$ cat config.mk
export PLATFORM = sky130hd
export DESIGN_NAME = cfg_addr_seq
export DESIGN_NICKNAME = d
export VERILOG_FILES = /design/src/rtl/cfg_seq_pkg.sv /design/src/rtl/cfg_bank_table.sv /design/src/rtl/cfg_addr_cnt.sv /design/src/rtl/cfg_out_ctrl.sv /design/src/rtl/cfg_addr_seq.sv
export SDC_FILE = /design/constraint.sdc
export NUM_CORES = 1
export LEC_CHECK = 0
export ABC_AREA = 1
export BUFFER_PORTS_ARGS = -buffer_cell sky130_fd_sc_hd__buf_4
export CORE_MARGIN = 3
export CORE_UTILIZATION = 62
export CTS_BUF_LIST = sky130_fd_sc_hd__clkbuf_4
export DETAILED_ROUTE_END_ITERATION = 7
export MAX_ROUTING_LAYER = met4
export PLACE_DENSITY_LB_ADDON = 0.3
export SETUP_SLACK_MARGIN = 0.3
export SKIP_LAST_GASP = 1
export SYNTH_ARGS = -nofsm -noshare
export SYNTH_HDL_FRONTEND = slang
export SYNTH_HIERARCHICAL = 1
export SYNTH_SLANG_ARGS = --single-unit
$ cat constraint.sdc
create_clock -name clk_i -period 5.4 [get_ports clk_i]
set_input_delay 0.54 -clock clk_i [delete_from_list [all_inputs] [get_ports clk_i]]
set_output_delay 0.54 -clock clk_i [all_outputs]
set_load 0.03 [all_outputs]
$ cat src/rtl/cfg_seq_pkg.sv
package cfg_seq_pkg;
  typedef enum logic [1:0] {
    PWR_STANDBY = 2'b00,
    PWR_ACTIVE  = 2'b01,
    PWR_REDUCED = 2'b10
  } pwr_e;
endpackage

$ cat src/rtl/cfg_bank_table.sv
module cfg_bank_table #(
  parameter int unsigned ADDR_W    = 8,
  parameter int unsigned NUM_BANKS = 4,
  parameter int unsigned SEL_W     = 2,
  parameter logic [NUM_BANKS*ADDR_W-1:0] BANK_FIRST = '0,
  parameter logic [NUM_BANKS*ADDR_W-1:0] BANK_LAST  = '0
) (
  input  logic [SEL_W-1:0]  sel_i,
  input  logic              rev_en_i,
  output logic [ADDR_W-1:0] base_o,
  output logic [ADDR_W-1:0] last_o
);
  logic [ADDR_W-1:0] first_tbl [NUM_BANKS];
  logic [ADDR_W-1:0] last_tbl  [NUM_BANKS];

  for (genvar b = 0; b < NUM_BANKS; b++) begin : g_bank
    assign first_tbl[b] = BANK_FIRST[b*ADDR_W +: ADDR_W];
    assign last_tbl[b]  = BANK_LAST[b*ADDR_W +: ADDR_W];
  end

  // without revisions the stream always starts at word 0
  assign base_o = rev_en_i ? first_tbl[sel_i] : '0;
  assign last_o = last_tbl[sel_i];
endmodule

$ cat src/rtl/cfg_addr_cnt.sv
module cfg_addr_cnt #(
  parameter int unsigned ADDR_W = 8
) (
  input  logic              clk_i,
  input  logic              arst_ni,
  input  logic              clr_i,
  input  logic              adv_i,
  input  logic [ADDR_W-1:0] base_i,
  output logic [ADDR_W-1:0] addr_o
);
  logic [ADDR_W-1:0] off_q;

  // offset from bank base: async clear needs no data-dependent reset value
  always_ff @(posedge clk_i or negedge arst_ni) begin
    if (!arst_ni)   off_q <= '0;
    else if (clr_i) off_q <= '0;
    else if (adv_i) off_q <= off_q + ADDR_W'(1);
  end

  assign addr_o = base_i + off_q;

  AST_CLR_TO_BASE: assert property (@(posedge clk_i) disable iff (!arst_ni)
    clr_i |=> addr_o == base_i);
endmodule

$ cat src/rtl/cfg_out_ctrl.sv
module cfg_out_ctrl
  import cfg_seq_pkg::*;
(
  input  logic       ce_ni,
  input  logic       rst_ni,
  input  logic       at_tc_i,
  input  logic       at_last_i,
  output logic       data_oe_o,
  output logic       next_ce_no,
  output logic       clk_oe_o,
  output logic [1:0] pwr_o
);
  pwr_e pwr;

  always_comb begin
    data_oe_o  = 1'b0;
    next_ce_no = 1'b1;
    clk_oe_o   = 1'b0;
    pwr        = PWR_ACTIVE;
    if (ce_ni) begin
      pwr = PWR_STANDBY;
    end else if (!rst_ni) begin
      pwr = PWR_ACTIVE;
    end else if (at_tc_i) begin
      next_ce_no = 1'b0;
      pwr        = PWR_REDUCED;
    end else if (at_last_i) begin
      pwr = PWR_REDUCED;
    end else begin
      data_oe_o = 1'b1;
      clk_oe_o  = 1'b1;
    end
  end

  assign pwr_o = pwr;

  always_comb begin
    AST_STANDBY_QUIET: assert (!ce_ni || (!data_oe_o && next_ce_no && pwr_o == 2'b00));
    AST_NO_DRIVE_WHILE_HANDOFF: assert (next_ce_no || !data_oe_o);
  end
endmodule

$ cat src/rtl/cfg_addr_seq.sv
module cfg_addr_seq
  import cfg_seq_pkg::*;
#(
  parameter int unsigned ADDR_W     = 8,
  parameter int unsigned NUM_BANKS  = 4,
  parameter int unsigned TERM_COUNT = 200,
  parameter logic [NUM_BANKS*ADDR_W-1:0] BANK_FIRST = {8'd150, 8'd100, 8'd50, 8'd0},
  parameter logic [NUM_BANKS*ADDR_W-1:0] BANK_LAST  = {8'd180, 8'd200, 8'd90, 8'd40},
  localparam int unsigned SEL_W = (NUM_BANKS > 1) ? $clog2(NUM_BANKS) : 1
) (
  input  logic              clk_i,
  input  logic              rst_ni,
  input  logic              ce_ni,
  input  logic              cfg_ni,
  input  logic              busy_i,
  input  logic              par_mode_i,
  input  logic              decomp_en_i,
  input  logic              rev_en_i,
  input  logic [SEL_W-1:0]  bank_sel_i,
  output logic [ADDR_W-1:0] addr_o,
  output logic              data_oe_o,
  output logic              next_ce_no,
  output logic              clk_oe_o,
  output logic [1:0]        pwr_o
);
  localparam logic [ADDR_W-1:0] TC = ADDR_W'(TERM_COUNT);

  logic              arst_n;
  logic [ADDR_W-1:0] base, last;
  logic              at_tc, at_last, busy_eff, adv;

  assign arst_n   = rst_ni & ~ce_ni;
  assign busy_eff = busy_i & par_mode_i & ~decomp_en_i;
  assign at_tc    = (addr_o == TC);
  assign at_last  = rev_en_i & (addr_o == last) & ~at_tc;
  assign adv      = cfg_ni & ~busy_eff & ~at_tc & ~at_last;

  cfg_bank_table #(
    .ADDR_W(ADDR_W), .NUM_BANKS(NUM_BANKS), .SEL_W(SEL_W),
    .BANK_FIRST(BANK_FIRST), .BANK_LAST(BANK_LAST)
  ) u_banks (
    .sel_i(bank_sel_i), .rev_en_i(rev_en_i), .base_o(base), .last_o(last)
  );

  cfg_addr_cnt #(.ADDR_W(ADDR_W)) u_cnt (
    .clk_i(clk_i), .arst_ni(arst_n), .clr_i(~cfg_ni), .adv_i(adv),
    .base_i(base), .addr_o(addr_o)
  );

  cfg_out_ctrl u_out (
    .ce_ni(ce_ni), .rst_ni(rst_ni), .at_tc_i(at_tc), .at_last_i(at_last),
    .data_oe_o(data_oe_o), .next_ce_no(next_ce_no), .clk_oe_o(clk_oe_o), .pwr_o(pwr_o)
  );

  AST_ADVANCE: assert property (@(posedge clk_i) disable iff (!arst_n)
    (cfg_ni && !(busy_i && par_mode_i && !decomp_en_i) && data_oe_o)
    |=> addr_o == $past(addr_o) + ADDR_W'(1));
  AST_PARK_TC: assert property (@(posedge clk_i) disable iff (!arst_n)
    (cfg_ni && !next_ce_no) |=> $stable(addr_o) && !next_ce_no);
  AST_PARK_LAST: assert property (@(posedge clk_i) disable iff (!arst_n)
    (cfg_ni && next_ce_no && !data_oe_o) |=> $stable(addr_o) && next_ce_no);
  AST_BUSY_FREEZE: assert property (@(posedge clk_i) disable iff (!arst_n)
    (cfg_ni && busy_i && par_mode_i && !decomp_en_i) |=> $stable(addr_o));
  AST_BUSY_IGNORED: assert property (@(posedge clk_i) disable iff (!arst_n)
    (cfg_ni && busy_i && (!par_mode_i || decomp_en_i) && data_oe_o)
    |=> addr_o != $past(addr_o));
endmodule

==> metrics.md <==
| Metric | Value |
|---|---|
| Warnings from Yosys | `6` |
| Clk Latency, worst-skew pair | `0.25 ns` |
| Classification of the worst-slack hold path | `input port to async pin` |
| DR iter-0 viols | `76` |
| First-pass DRT Iterations | `4` |
| Floorplan row count | `15` |
| Registers with the highest flip-flop counts | `u_cnt/off_q (8)` |
| Non-filler cells in the finished layout | `249` |
| Area fraction of the dominant cell type after synthesis | `0.1885` |
| Number of sinks on the clock net | `8` |
| Detail Route Antenna Nets | `0` |
| Clock transition at the registers of the reported paths | `about 0.050 ns` |
| Maximum clock insertion buffer count | `2` |
| Setup Crit Path Kind | `input port to primary output` |
| Total number of vias | `~1300` |
| Cell Count Post-Placement | `246` |
| First-pass GRT wire length | `5023 µm` |
| Largest net degree at the start of global routing | `11` |
| Number of antenna violations at the first check in global routing | `0` |
| Cell count after synthesis | `205` |
| Maximum Capacitance Violations | `0` |
| Pwr/cell area | `146.8 nW/µm²` |
| Number of nets in the layout | `249` |
| Cell types occupying the most area after synthesis | `nand2_1, dfrtp_1, inv_1` |
| Area of all sequential standard cells | `around 200 µm²` |
| Total DRC errors in the routed layout | `0` |
| Number of synthesized register bits | `8` |
| Post-CTS setup repair buffer count | `0` |
| Top register by number of flip-flops | `u_cnt/off_q` |
| Slew of the pin with the lowest slew margin | `~0.64 ns` |
| Worst-case setup slack after placement | `1.803 ns` |
| Most used standard cell by instance count after synthesis | `nand2_1` |
| Critical Path, Cell by Cell | `buf_4, inv_1, ha_1, nor2_2, ha_1, nand2_1, inv_1, a21oi_1, nand3_1, nand2_1, nand3_2, nor2_4, nor2_2, and2_1, nor2_2, nand2_1, nor2_1, buf_4` |
| Largest stage delay on the critical path | `0.35 ns` |
| Slowest stage cell on the critical path | `ha_1` |
| H-tree lvl count | `1` |
| Required time of the critical path | `just under 5 ns` |
| N_diodes | `0` |
| Post-route setup slack | `1.760 ns` |
| Clock root cell | `clkbuf_4` |
| Sort of element at the end of the critical path | `primary output` |
| Final number of setup-violating endpoints | `0` |
| Count of flip-flops with a built-in enable after synthesis | `0` |
| Final worst clock skew | `0.005293 ns` |
| Placed wire-length estimate after detailed placement | `about 2400 µm` |
| Post-layout util | `0.7761` |
| Worst path arrival time | `3.10 ns` |
| VDD IR max | `0.1663 mV` |
| Part of the Yosys area used for sequential elements | `0.1648` |
| Overall fraction of global-route tracks in use | `0.2659` |
| Final Critical Period | `3.640 ns` |
| Number of filler instances in the final layout | `137` |
| CTS Hold Buffers Added | `0` |
| Endpoint of the lowest-slack register-to-register path | `u_cnt/off_q[5]` |
| Number of top-level pins | `23` |
| Final setup TNS | `0 ns` |
| Num CTS Buffers | `3` |
| DIE HEIGHT | `between 50 and 60 µm` |
| Total power consumption of the routed design | `between 0.0002 and 0.00025 W` |
| Placeable core region | `between 1500 and 2000 µm²` |
| Unique masters post-synth | `25` |
| Routed via count divided by cell count | `5.141` |
| Worst-path maximum fanout | `7` |
| CP bufs+invs | `4` |
| Aggregate global routing overflow | `0` |
| Total count of max-transition violations in the final report | `0` |
| Crit start category | `input port` |
| Highest clock frequency the design can meet | `approximately 270 MHz` |
| Reg-to-reg slack, setup | `2.32 ns` |
| Synth cell count leaders | `nand2_1, inv_1, nor2_1` |
| Outcome | `finished, final reports clean` |
| Cell taking the most area after synthesis | `nand2_1` |
| Final Hold Viols | `0` |
| Initial Utilization | `0.6814` |
| Area of the mapped netlist | `1215 µm²` |
| Max FFs per register | `8` |
| Depth of the worst register-to-register path | `18` |
| Commonest register cell after synthesis | `dfrtp_1` |
| Reg-to-reg startpoint | `u_cnt/off_q[2]` |
| Fraction of layout instances using a drive strength above 1 | `0.1741` |
| Port Buffer Count | `22` |
| RSZ-0062 raised after global routing | `no` |
| Slew margin rel. | `0.5690` |
| Final WL | `2935 µm` |
| Die width | `50.27 µm` |
| Dominant delay contributor by cell family on the critical path | `simple AND/OR/NAND/NOR gates` |
| Final routed wire length divided by cell count | `11.79 µm` |
| Post-CTS resize count | `0` |
| Fraction of synthesis flops using an asynchronous set or reset pin | `1.000` |
| Multi-input gate area | `780.7 µm²` |
| Average cell area after synthesis | `5.926 µm²` |
| RD Place Congestion | `0.9039` |
| Area growth, synth to finish | `13.90%` |
| Area of the die | `roughly 2500 µm²` |
| CTS tree | `built` |
| Fraction of the cycle the final worst path needs | `0.6741` |
| Leakage power summed over all cells | `about 0.85 nW` |
| Number of global-route vias before repair | `1190` |
| Critical path depth | `18` |
-- per-layer routing --
| layer | wire length [µm] | track usage | vias up | share of wire |
|---|---|---|---|---|
| met4 | 0 | 0.02765 | 0 | 0 |
| met2 | 1483 | 0.4652 | 45 | 0.51 |
| li1 | - | - | 656 | - |
| met5 | 0 | - | - | 0 |
| met3 | 226 | 0.05341 | 0 | 0.077 |
| met1 | 1225 | 0.3241 | 579 | 0.42 |
-- kinds of logic after synthesis --
kind of cell	count (synthesis)	synth area share
other	1	0.003087
buffers and inverters	57	0.1988
flip-flops	8	0.1648
AO/OA/AOI/OAI	13	0.05767
adder cells (fa/ha/maj)	13	0.1401
XOR/XNOR	5	0.03604
AND/OR/NAND/NOR	108	0.3996
-- final cells by class --
| type | count | share of cell area |
|---|---|---|
| multi-input cells | 142 | 0.5642 |
| inverters | 49 | 0.1329 |
| clock buffers | 3 | 0.01627 |
| repair buffers | 22 | 0.1193 |
| flip-flops and latches | 8 | 0.1447 |
| well taps | 25 | 0.02260 |
-- layout by cell type, fill, tap and decap left out, types with 4 or more instances in the layout --
master	Yosys	final
nand4_1	7	7
nor2_2	6	6
nor2_1	15	15
xor2_1	4	4
nand3_1	13	13
ha_1	12	12
buf_4	7	22
inv_1	45	45
dfrtp_1	8	8
a21oi_1	6	6
nand2_1	61	61
-- worst max path at each step --
stage,from,end
5_1_grt,bank_sel_i[0],clk_oe_o
3_5_place_dp,bank_sel_i[0],data_oe_o
6_report,bank_sel_i[0],data_oe_o
3_3_place_gp,bank_sel_i[0],data_oe_o
4_1_cts,bank_sel_i[0],data_oe_o
2_1_floorplan,bank_sel_i[0],data_oe_o
-- tightest hold or removal path, delay by kind of cell --
family,cells,cell delay (ns)
buf+inv,2,0.12
simple gates,1,0.49
-- where the power goes --
part           internal, W  switching, W
clock            0.0000254     0.0000198
combinational    0.0000333     0.0000601
sequential       0.0000617    0.00000279
total             0.000120     0.0000827
-- stage by stage --
stage,hold WS [ns],cell area [µm²]
after floorplan,0.4967,1222
after global placement,0.5240,1361
after detailed placement,0.5540,1361
after CTS,0.4464,1384
after global routing,0.4663,1384
final,0.4151,1384
Power figures use the tool's default switching activity.
